==> config.mk <==
export PLATFORM = sky130hd
export DESIGN_NAME = clock_digit_scanner
export DESIGN_NICKNAME = d
export VERILOG_FILES = /design/src/rtl/clock_digit_scanner.sv
export SDC_FILE = /design/constraint.sdc
export NUM_CORES = 1
export LEC_CHECK = 0
export BUFFER_PORTS_ARGS = -buffer_cell sky130_fd_sc_hd__buf_4
export CAP_MARGIN = 20
export CORE_MARGIN = 10
export CORE_UTILIZATION = 40
export CTS_CLUSTER_DIAMETER = 30
export CTS_CLUSTER_SIZE = 16
export DETAILED_ROUTE_END_ITERATION = 7
export PLACE_DENSITY = 0.68
export SKIP_CTS_REPAIR_TIMING = 1
export SKIP_LAST_GASP = 1
export SYNTH_ARGS = -nofsm -noshare
export SYNTH_HDL_FRONTEND = slang
export SYNTH_SLANG_ARGS = --single-unit
==> constraint.sdc <==
create_clock -name clk -period 6.8 [get_ports clk]
set_input_delay 2.04 -clock clk [delete_from_list [all_inputs] [get_ports clk]]
set_output_delay 2.04 -clock clk [all_outputs]
set_load 0.1 [all_outputs]
==> src/rtl/clock_digit_scanner.sv <==
module clock_digit_scanner #(
  parameter int BCD_W = 4,
  parameter int SEG_W = 7
) (
  input  logic             clk,
  input  logic             rst_n,
  input  logic             scan_tick,
  input  logic             view_hm,
  input  logic [BCD_W-1:0] hr_tens,
  input  logic [BCD_W-1:0] hr_units,
  input  logic [BCD_W-1:0] min_tens,
  input  logic [BCD_W-1:0] min_units,
  input  logic [BCD_W-1:0] sec_tens,
  input  logic [BCD_W-1:0] sec_units,
  output logic [3:0]       dig_en_n,
  output logic [SEG_W-1:0] seg_n
);

  localparam logic [3:0] POS_HT  = 4'b0111;
  localparam logic [3:0] POS_HU  = 4'b1011;
  localparam logic [3:0] POS_MT  = 4'b1101;
  localparam logic [3:0] POS_MU  = 4'b1110;
  localparam logic [3:0] ALL_OFF = 4'b1111;
  localparam logic [SEG_W-1:0] DARK = '1;

  function automatic logic [SEG_W-1:0] to_seg(input logic [BCD_W-1:0] v);
    case (v)
      4'd0:    to_seg = 7'b0000001;
      4'd1:    to_seg = 7'b1001111;
      4'd2:    to_seg = 7'b0010010;
      4'd3:    to_seg = 7'b0000110;
      4'd4:    to_seg = 7'b1001100;
      4'd5:    to_seg = 7'b0100100;
      4'd6:    to_seg = 7'b0100000;
      4'd7:    to_seg = 7'b0001111;
      4'd8:    to_seg = 7'b0000000;
      4'd9:    to_seg = 7'b0000100;
      default: to_seg = DARK;
    endcase
  endfunction

  logic [3:0]       en_q, en_d;
  logic [SEG_W-1:0] seg_q;
  logic [BCD_W-1:0] pick;

  always_comb begin
    en_d = POS_HT;
    pick = hr_tens;
    if (view_hm) begin
      case (en_q)
        POS_HT:  begin en_d = POS_HU; pick = hr_units;  end
        POS_HU:  begin en_d = POS_MT; pick = min_tens;  end
        POS_MT:  begin en_d = POS_MU; pick = min_units; end
        default: begin en_d = POS_HT; pick = hr_tens;   end
      endcase
    end else begin
      case (en_q)
        POS_MT:  begin en_d = POS_MU; pick = sec_units; end
        default: begin en_d = POS_MT; pick = sec_tens;  end
      endcase
    end
  end

  always_ff @(posedge clk) begin
    if (!rst_n) begin
      en_q  <= ALL_OFF;
      seg_q <= DARK;
    end else if (scan_tick) begin
      en_q  <= en_d;
      seg_q <= to_seg(pick);
    end
  end

  assign dig_en_n = en_q;
  assign seg_n    = seg_q;

endmodule

==> summary.md <==
| Metric | Value |
|---|---|
| Run status | completed |
| Max Used Layer | met4 |
| Reg2Reg Depth | 8 |
| Fin worst setup slack | 2.89 ns |
| Sequential share of the synthesized area | 22.3% |
| Port buffer count | 38 |
| Slew @ Worst Pin | 0.653 ns |
| Starting Density | 43.5% |
| Max incr delay on CP | 0.54 ns |
| TritonCTS Buffers | 3 |
| Final setup TNS | 0 ns |
| Synth warn | 0 |
| Critical-path cell list | buf_4 > nand3_1 > a2bb2oi_1 > a211oi_1 > a211oi_1 > inv_1 > ha_1 > a2111oi_4 > nor3_1 |
| DRT iter0 DRCs | 24 |
| Placer Congestion | 0.871 |
| Min-Delay Path Depth | 2 |
| Flops & latches, synth | 11 |
| Nets | 180 |
| Total grt overflow | 0 |
| Average wire per standard cell | 14.9 µm |
| Share of cells above drive strength 1 | 37.0% |
| Total Routing Usage GR | 10.3% |
| Crit Path Category | primary input to flop |
| Hold Vio Cnt, Final | 0 |
| M1 WL | 1.17 mm |
| Start point of the critical path | view_hm |
| Max-cap violations | 0 |
| ANT cells | 0 |
| Hold path endpoint | seg_n[5]$_SDFFE_PN1P_ |
| Routed Antenna Nets | 0 |
| Synth top area share | 22.3% |
| Final Non-Filler Cells | 174 |
| Ys async rst share | 0% |
| FF-to-FF setup slack | 4.02 ns |
| Worst R2R End | seg_n[1]$_SDFFE_PN1P_ |
| Worst-path clk slew | 0.06 ns |
| Root Driver | clkbuf_4 |
| CTS tree | yes |
| Synth Cell Area | 990 µm² |
| RSZ-0062 raised after global routing | no |
| Max IR drop VDD | 119 µV |
| Design Power | 0.000257 W |
| Area grow syn2layout | 28.6% |
| Residual DRC | 0 |
| Slowest cell on crit path | a211oi_1 |
| Worst hold path type | flop to flop |
| Routed wl met2 | 1.22 mm |
| Vias in the first global route | 952 |
| HP Start | seg_n[5]$_SDFFE_PN1P_ |
| Global-route wire length before repair | 4.32 mm |
| Ys flop type | dfxtp_1 |
| Post-synth EDFFs | 0 |
| Largest cells by area after synthesis | dfxtp_1 22%, nand3b_1 6.8%, ha_1 6.3% |
| Final setup vio count | 0 |
| Worst setup SP type | primary input |
| Worst rel slew slack | 56.2% |
| Hpwl dp | 2.18 mm |
| DRT Wirelength | 2.59 mm |
| Row cnt | 17 |
| Clock buffer depth | 2 |
| Largest area contributor in the netlist | dfxtp_1 |
| Dpl cells | 170 |
| Top cell by count, worst path | a211oi_1 |
| Core ar. | 2280 µm² |
| Synth unique cells | 39 |
| Syn nets | 146 |
| Largest net degree at the start of global routing | 16 |
| Min Tclk post-route | 3.91 ns |
| Wire length on met3 | 171 µm |
| Final worst path period share | 57.5% |
| Initial antenna violation count | 0 |
| Clk_lat worst skew | 0.26 ns |
| H-Tree Level Count | 1 |
| Arrival time at the worst endpoint | 4.04 ns |
| Mapped Avg Cell Area | 8.76 µm² |
| Cell Pwr Density | 202 nW/µm² |
| Max-slew violations | 0 |
| F_max | 0.256 GHz |
| Die X | 69.7 µm |
| Total vias in the final route | 951 |
| LEAKAGE | 0.564 nW |
| Total die area | 4860 µm² |
| Die H | 69.7 µm |
| Clock sinks | 11 |
| Synth Instances | 113 |
| DRT Pass-1 Iters | 4 |
| CP required | 6.94 ns |
| Critical Path End Type | flop |
| Clock Skew | 0.00348 ns |
| Reg-to-reg startpoint | dig_en_n[3]$_SDFFE_PN1P_ |
| Routed vias/inst | 5.47 |
| Crit Path Max Fanout | 9 |
| # IOs | 39 |
| Pre-CTS setup slack | 2.68 ns |
-- worst max-delay path by stage --
stage,endpoint,slack (ns),cells past startpoint
after floorplan,seg_n[1]$_SDFFE_PN1P_,2.96,9
after global placement,seg_n[1]$_SDFFE_PN1P_,2.82,9
after detailed placement,seg_n[1]$_SDFFE_PN1P_,2.68,9
after CTS,seg_n[1]$_SDFFE_PN1P_,2.94,9
after global routing,seg_n[1]$_SDFFE_PN1P_,2.66,9
final,seg_n[1]$_SDFFE_PN1P_,2.89,9
-- logic make-up (layout without fill, tap and decap cells) --
logic type               count (synthesis)  count (layout)  share of synthesized area, %
buffers and inverters                   15              48                          8.72
adder cells (fa/ha/maj)                  5               5                          6.32
multiplexers                             6               6                          6.45
AO/OA/AOI/OAI                           30              30                          24.5
AND/OR/NAND/NOR                         44              44                          30.0
flip-flops                              11              11                          22.3
XOR/XNOR                                 2               2                          1.77
-- cell usage in the layout, fill, tap and decap left out, types with 2 or more instances in the layout --
cell,synthesis,layout
a211oi_1,8,8
a21oi_1,5,5
a31oi_1,2,2
buf_4,1,38
clkbuf_4,0,3
dfxtp_1,11,11
ha_1,5,5
inv_1,6,6
mux2_2,3,3
mux2i_1,3,3
nand2_1,10,10
nand3_1,6,6
nand3b_1,9,9
nor2_1,7,7
nor3_1,2,2
nor4b_4,2,2
o211ai_1,2,2
o21ai_0,4,4
-- area by class of cell --
cell class	instances	area, µm²
well taps	28	35.0
multi-input cells	87	683
inverters	6	22.5
clock buffers	4	26.3
flip-flops and latches	11	220
fillers	206	1000
repair buffers	38	285
-- synthesized netlist by cell type, types with 2 or more instances --
cell type and count:
a211oi_1 8, a21oi_1 5, a31oi_1 2, buf_2 3
buf_6 3, clkbuf_1 2, dfxtp_1 11, ha_1 5
inv_1 6, mux2_2 3, mux2i_1 3, nand2_1 10
nand3_1 6, nand3b_1 9, nor2_1 7, nor3_1 2
nor4b_4 2, o211ai_1 2, o21ai_0 4
-- sequential cells by signal, summed over array words and instances, names as in the netlist --
name,count
seg_n,7
dig_en_n,4
-- power by group --
group / internal [W] / total (W) / switching [W]
sequential: 0.0000715 / 0.0000792 / 0.00000768
clock: 0.0000227 / 0.0000429 / 0.0000202
combinational: 0.0000450 / 0.000135 / 0.0000901
total: 0.000139 / 0.000257 / 0.000118
-- critical path, delay by kind of cell --
family                   cells  cell delay, ns
adder cells (fa/ha/maj)      1            0.28
buffers and inverters        2            0.30
AND/OR/NAND/NOR              2            0.17
AO/OA/AOI/OAI                4            1.24
-- layer usage --
layer | vias up | GRT usage (%)
li1 | 483 | -
met1 | 428 | 11.9
met2 | 36 | 16.7
met3 | 4 | 3.00
met4 | 0 | 5.22
met5 | - | 0
-- metrics by stage --
step                utilization (%)  cell area [µm²]  hold WS, ns
finish                         55.9             1270        0.497
global route                   55.9             1270        0.522
CTS                            55.9             1270        0.501
detailed placement             54.8             1250        0.491
global placement               54.8             1250        0.488
floorplan                         -              990        0.922
Note: power is estimated with default switching activity, not from simulation.
